<file path="config.mk">
export PLATFORM = sky130hd
export DESIGN_NAME = opfetch_top
export DESIGN_NICKNAME = d
export VERILOG_FILES = /design/src/rtl/opfetch_pkg.sv /design/src/rtl/opf_byte_queue.sv /design/src/rtl/opf_mem_ctrl.sv /design/src/rtl/opf_formatter.sv /design/src/rtl/opfetch_top.sv
export SDC_FILE = /design/constraint.sdc
export NUM_CORES = 1
export LEC_CHECK = 0
export CAP_MARGIN = 20
export CELL_PAD_IN_SITES_DETAIL_PLACEMENT = 2
export CELL_PAD_IN_SITES_GLOBAL_PLACEMENT = 2
export CORE_MARGIN = 2
export CORE_UTILIZATION = 37
export DETAILED_ROUTE_END_ITERATION = 10
export DONT_BUFFER_PORTS = 1
export PLACE_DENSITY_LB_ADDON = 0.08
export SLEW_MARGIN = 20
export SYNTH_ARGS = -nofsm -noshare
export SYNTH_HDL_FRONTEND = slang
export SYNTH_HIERARCHICAL = 1
export SYNTH_SLANG_ARGS = --single-unit
export TNS_END_PERCENT = 20
</file>
<file path="constraint.sdc">
create_clock -name clk -period 4.7 [get_ports clk]
set_input_delay 0.47 -clock clk [delete_from_list [all_inputs] [get_ports clk]]
set_output_delay 0.47 -clock clk [all_outputs]
set_load 0.02 [all_outputs]
</file>
<file path="src/rtl/opfetch_pkg.sv">
package opfetch_pkg;
  typedef enum logic [1:0] {
    FMT_UBYTE = 2'd0,
    FMT_SBYTE = 2'd1,
    FMT_WORD  = 2'd2,
    FMT_VAR   = 2'd3
  } op_fmt_e;

  localparam int unsigned MEM_W   = 16;
  localparam int unsigned BYTE_W  = 8;
endpackage

</file>
<file path="src/rtl/opf_byte_queue.sv">
module opf_byte_queue #(
  parameter int unsigned DEPTH = 4,
  localparam int unsigned CW = $clog2(DEPTH + 1)
) (
  input  logic                clk,
  input  logic                rst_n,
  input  logic                flush,
  input  logic [1:0]          pop_n,
  input  logic [1:0]          push_n,
  input  logic [7:0]          push_b0,
  input  logic [7:0]          push_b1,
  output logic [DEPTH*8-1:0]  bytes_o,
  output logic [CW-1:0]       count_o
);
  logic [7:0]    slot_q [DEPTH];
  logic [7:0]    slot_d [DEPTH];
  logic [CW-1:0] count_q;
  logic [CW-1:0] count_d;

  always_comb begin
    int base;
    base = int'(count_q) - int'(pop_n);
    for (int i = 0; i < DEPTH; i++) begin
      if (i + int'(pop_n) < DEPTH) slot_d[i] = slot_q[i + int'(pop_n)];
      else                         slot_d[i] = '0;
      if (push_n != 2'd0 && i == base)     slot_d[i] = push_b0;
      if (push_n == 2'd2 && i == base + 1) slot_d[i] = push_b1;
    end
    count_d = CW'(base + int'(push_n));
  end

  for (genvar g = 0; g < DEPTH; g++) begin : g_slot
    always_ff @(posedge clk) begin
      if (!rst_n || flush) slot_q[g] <= '0;
      else                 slot_q[g] <= slot_d[g];
    end
    assign bytes_o[g*8 +: 8] = slot_q[g];
  end

  always_ff @(posedge clk) begin
    if (!rst_n || flush) count_q <= '0;
    else                 count_q <= count_d;
  end

  assign count_o = count_q;
endmodule

</file>
<file path="src/rtl/opf_mem_ctrl.sv">
module opf_mem_ctrl #(
  parameter int unsigned ADDR_W = 16,
  parameter int unsigned DEPTH  = 4,
  localparam int unsigned CW = $clog2(DEPTH + 1)
) (
  input  logic              clk,
  input  logic              rst_n,
  input  logic              pc_load,
  input  logic [ADDR_W-1:0] pc_value,
  input  logic [CW-1:0]     count,
  output logic              mem_req_valid,
  input  logic              mem_req_ready,
  output logic [ADDR_W-1:0] mem_req_addr,
  input  logic              mem_rsp_valid,
  input  logic [15:0]       mem_rsp_data,
  output logic [1:0]        push_n,
  output logic [7:0]        push_b0,
  output logic [7:0]        push_b1
);
  localparam int unsigned ROOM_LIMIT = DEPTH - 2;

  logic [ADDR_W-1:0] fetch_addr_q;
  logic              pend_q;
  logic              drop_q;
  logic              skip_q;
  logic              accept;
  logic              rsp_take;

  assign mem_req_valid = !pend_q && !pc_load && (int'(count) <= int'(ROOM_LIMIT));
  assign mem_req_addr  = fetch_addr_q;
  assign accept        = mem_req_valid && mem_req_ready;
  assign rsp_take      = mem_rsp_valid && pend_q && !drop_q && !pc_load;

  always_comb begin
    push_n  = 2'd0;
    push_b0 = mem_rsp_data[7:0];
    push_b1 = mem_rsp_data[15:8];
    if (rsp_take) begin
      if (skip_q) begin
        push_n  = 2'd1;
        push_b0 = mem_rsp_data[15:8];
      end else begin
        push_n  = 2'd2;
      end
    end
  end

  always_ff @(posedge clk) begin
    if (!rst_n) begin
      fetch_addr_q <= '0;
      pend_q       <= 1'b0;
      drop_q       <= 1'b0;
      skip_q       <= 1'b0;
    end else if (pc_load) begin
      fetch_addr_q <= {pc_value[ADDR_W-1:1], 1'b0};
      skip_q       <= pc_value[0];
      pend_q       <= pend_q && !mem_rsp_valid;
      drop_q       <= pend_q && !mem_rsp_valid;
    end else begin
      if (accept) begin
        pend_q       <= 1'b1;
        fetch_addr_q <= fetch_addr_q + ADDR_W'(2);
      end else if (mem_rsp_valid && pend_q) begin
        pend_q <= 1'b0;
        drop_q <= 1'b0;
        if (!drop_q) skip_q <= 1'b0;
      end
    end
  end
endmodule

</file>
<file path="src/rtl/opf_formatter.sv">
module opf_formatter
  import opfetch_pkg::*;
#(
  parameter int unsigned DEPTH     = 4,
  parameter bit          FIRST_LOW = 1'b1,
  localparam int unsigned CW = $clog2(DEPTH + 1)
) (
  input  logic [1:0]         fmt,
  input  logic [DEPTH*8-1:0] bytes_i,
  input  logic [CW-1:0]      count,
  input  logic               block,
  output logic               ready,
  output logic [15:0]        data,
  output logic [1:0]         len
);
  logic [7:0] b0;
  logic [7:0] b1;
  logic       have1;
  logic       have2;

  assign b0    = bytes_i[7:0];
  assign b1    = bytes_i[15:8];
  assign have1 = int'(count) >= 1;
  assign have2 = int'(count) >= 2;

  always_comb begin
    ready = 1'b0;
    data  = '0;
    len   = 2'd1;
    unique case (op_fmt_e'(fmt))
      FMT_UBYTE: begin
        ready = have1;
        data  = {8'h00, b0};
      end
      FMT_SBYTE: begin
        ready = have1;
        data  = {{8{b0[7]}}, b0};
      end
      FMT_WORD: begin
        ready = have2;
        len   = 2'd2;
        data  = FIRST_LOW ? {b1, b0} : {b0, b1};
      end
      FMT_VAR: begin
        if (b0[7]) begin
          ready = have2;
          len   = 2'd2;
          data  = {1'b0, b0[6:0], b1};
        end else begin
          ready = have1;
          data  = {8'h00, b0};
        end
      end
      default: ;
    endcase
    if (block) ready = 1'b0;
  end
endmodule

</file>
<file path="src/rtl/opfetch_top.sv">
module opfetch_top #(
  parameter int unsigned ADDR_W    = 16,
  parameter int unsigned DEPTH     = 4,
  parameter bit          FIRST_LOW = 1'b1
) (
  input  logic              clk,
  input  logic              rst_n,
  input  logic              pc_load,
  input  logic [ADDR_W-1:0] pc_value,
  output logic              mem_req_valid,
  input  logic              mem_req_ready,
  output logic [ADDR_W-1:0] mem_req_addr,
  input  logic              mem_rsp_valid,
  input  logic [15:0]       mem_rsp_data,
  input  logic              op_valid,
  input  logic [1:0]        op_fmt,
  output logic              op_ready,
  output logic [15:0]       op_data
);
  localparam int unsigned CW = $clog2(DEPTH + 1);

  logic [DEPTH*8-1:0] q_bytes;
  logic [CW-1:0]      q_count;
  logic [1:0]         push_n;
  logic [7:0]         push_b0;
  logic [7:0]         push_b1;
  logic [1:0]         fmt_len;
  logic [1:0]         pop_n;
  logic               op_fire;

  assign op_fire = op_valid && op_ready;
  assign pop_n   = op_fire ? fmt_len : 2'd0;

  opf_byte_queue #(.DEPTH(DEPTH)) u_queue (
    .clk     (clk),
    .rst_n   (rst_n),
    .flush   (pc_load),
    .pop_n   (pop_n),
    .push_n  (push_n),
    .push_b0 (push_b0),
    .push_b1 (push_b1),
    .bytes_o (q_bytes),
    .count_o (q_count)
  );

  opf_mem_ctrl #(.ADDR_W(ADDR_W), .DEPTH(DEPTH)) u_mem (
    .clk           (clk),
    .rst_n         (rst_n),
    .pc_load       (pc_load),
    .pc_value      (pc_value),
    .count         (q_count),
    .mem_req_valid (mem_req_valid),
    .mem_req_ready (mem_req_ready),
    .mem_req_addr  (mem_req_addr),
    .mem_rsp_valid (mem_rsp_valid),
    .mem_rsp_data  (mem_rsp_data),
    .push_n        (push_n),
    .push_b0       (push_b0),
    .push_b1       (push_b1)
  );

  opf_formatter #(.DEPTH(DEPTH), .FIRST_LOW(FIRST_LOW)) u_fmt (
    .fmt     (op_fmt),
    .bytes_i (q_bytes),
    .count   (q_count),
    .block   (pc_load),
    .ready   (op_ready),
    .data    (op_data),
    .len     (fmt_len)
  );
endmodule

</file>
==> impl_metrics.json <==
{
  "status": "complete, no violations",
  "final_cell_count_no_fill": 633,
  "rows": 38,
  "critPathMaxFanout": 17,
  "slew_headroom_pct": 32.3,
  "final_cell_mix": "a21oi_1 (58), dfxtp_1 (53), o21ai_0 (40)",
  "syn_nets": 573,
  "fillers": 1262,
  "synth_edf_count": 0,
  "vdd_drop_max_v": 0.000136,
  "htree_levels": 2,
  "initial_core_util_pct": 38.3,
  "numPortBuffers": 0,
  "hp-class": "in -> reg",
  "die_w_microns": 111,
  "async_reset_ff_share_pct": 0,
  "ys_ff_latch": 53,
  "min_period_ns": 4.02,
  "overflow": 0,
  "io_pins": 74,
  "syn_inst": 525,
  "critPathArrivalTime_ns": 4.24,
  "grt_pass1_wl_microns": 24100,
  "holdBufCountCts": 0,
  "drc": 0,
  "cts_setup_buffers": 0,
  "seq_area_frac_synth_pct": 25.2,
  "mostFrequentLayoutCell": "a21oi_1",
  "final.setup.tns_ns": 0,
  "wl_microns": 14800,
  "cts_tree": "built",
  "core_sq_mm": 0.0110,
  "cap_violations": 0,
  "final_core_util_pct": 39.8,
  "grt_pass1_vias": 4187,
  "drive_above_1_share_pct": 10.3,
  "yosysWarnings": 6,
  "yosys.cell_types.count": 64,
  "dieArea_sq_mm": 0.0122,
  "leakage_uw": 0.00126,
  "slew_violations": 0,
  "cp.required_ns": 4.92,
  "drt_iter0_drc": 206,
  "clock-sinks": 53,
  "root_buffer": "clkbuf_16",
  "die_h_microns": 111,
  "yosys_most_used_dff": "dfxtp_1",
  "finalCritPeriodShare_pct": 85.6,
  "dp_hpwl_microns": 11000,
  "whs_ns": 0.275,
  "power_density_mw_per_mm2": 231,
  "setup_violations": 0,
  "nets": 540,
  "globalplace.congestion": 0.814,
  "clock_skew_ns": 0.00599,
  "diodes": 0,
  "viasPerCell": 6.44,
  "num_vias": 4079,
  "syn_area_per_cell_sq_um": 8.01,
  "clk_transition_reported_paths_ns": 0.08,
  "routedWlPerCell_microns": 23.4,
  "track_usage_pct": 24.1,
  "hold_viol_final": 0,
  "grt_max_degree": 44,
  "ctsResizeCount": 0,
  "synthToLayoutAreaGrowth_pct": 3.99,
  "first_pass_iters": 4,
  "crit_path_end_kind": "flop",
  "synth_area_sq_mm": 0.00420,
  "timing.fmax_ghz": 0.249,
  "placedCellCount": 625,
  "place_ws_ns": 0.693,
  "rsz0062_at_grt": "false",
  "antenna_found_initial": 0,
  "crit_type": "reg -> reg",
  "final_antenna_net_count": 0,
  "insertion_delay_ns": 0.30,
  "numCtsBuffers": 5,
  "cts.path.max_buffers": 2,
  "setup.worst_path.start_class": "flop",
  "worst_pin_slew_ns": 1.01,
  "worst_slack_ns": 0.677
}
worst max-delay path, cell delays in order (launching register included):
cell	delay (ns)
dfxtp_1	0.51
o21ai_2	0.09
inv_1	0.07
o22ai_1	0.17
and3_2	0.26
ha_1	0.23
fa_1	0.77
o21ai_0	0.29
a211o_1	0.55
a211oi_2	0.58
o21ai_0	0.22
a21oi_1	0.19
metrics by stage:
stage / cell area [sq um] / total power, uW
6_report: 4370 / 1010
4_1_cts: 4370 / 1020
3_5_place_dp: 4200 / 582
2_1_floorplan: 4200 / 567
5_1_grt: 4370 / 1050
3_3_place_gp: 4200 / 578
power by group:
group / leakage [uW] / internal, uW / switching, uW
combinational: 0.000745 / 30.8 / 53.4
sequential: 0.000430 / 459 / 28.3
clock: 0.0000810 / 253 / 185
cells in the mapped netlist (3+ instances only):
library cell,instances,share of area [%]
and2_1,4,0.60
and4_1,3,0.63
o21ai_0,40,4.8
buf_1,3,0.27
o211ai_1,4,0.71
o22ai_1,10,1.5
mux2_2,15,4.0
mux2i_1,33,7.9
ha_1,6,1.8
a211oi_1,19,3.4
buf_2,11,1.3
clkbuf_1,22,2.0
a31oi_1,9,1.3
a21oi_1,58,6.9
or3_1,6,0.89
nor3_1,13,1.5
nor2_1,24,2.1
nand4_1,4,0.60
buf_4,9,1.6
inv_1,15,1.3
a22oi_1,25,4.5
o21a_1,13,2.3
nand3b_1,5,0.89
nand3_1,10,1.2
nor3b_1,8,1.4
a211o_1,8,1.7
dfxtp_1,53,25
nand2_1,35,3.1
nand2b_1,5,0.74
and3_1,6,0.89
a2111oi_4,3,2.0
nor2b_1,9,1.3
worst paths after layout:
| path | start | cells after the start | slack, ns | end |
|---|---|---|---|---|
| setup / recovery | flop | 11 | 0.68 | u_queue/slot_q[1][4] |
| hold / removal | mem_rsp_valid | 1 | 0.27 | u_mem/drop_q |
| setup reg to reg | flop | 11 | 0.68 | u_queue/slot_q[1][4] |
| hold reg to reg | u_mem/skip_q | 2 | 0.53 | u_mem/skip_q |
cell type report:
type,instances,area [sq um],share of cell area [%]
clock buffer,6,129,2.95
tap,140,175,4.01
sequential,53,1060,24.3
multi-input combinational,409,2860,65.4
clock inverter,2,38.8,0.887
inverter,17,63.8,1.46
timing repair buffer,6,45.0,1.03
per-layer routing:
layer / up-vias / wire length, microns / global-route usage [%]
met5: - / 0 / 0
met4: 0 / 84 / 4.00
met3: 7 / 941 / 6.64
met2: 113 / 6850 / 39.4
met1: 2066 / 6930 / 32.2
li1: 1893 / - / -
cell families after synthesis:
family	count (synthesis)	synth area share, %
xor gates and xnor gates	3	1.07
buffers and inverters	63	6.79
DFF	53	25.2
AOI/OAI and AO/OA	203	32.7
adders and majority gates	8	2.74
and+or+nand+nor	145	18.9
other	1	0.0892
muxes	49	12.4
(Power assumes the default switching activity.)
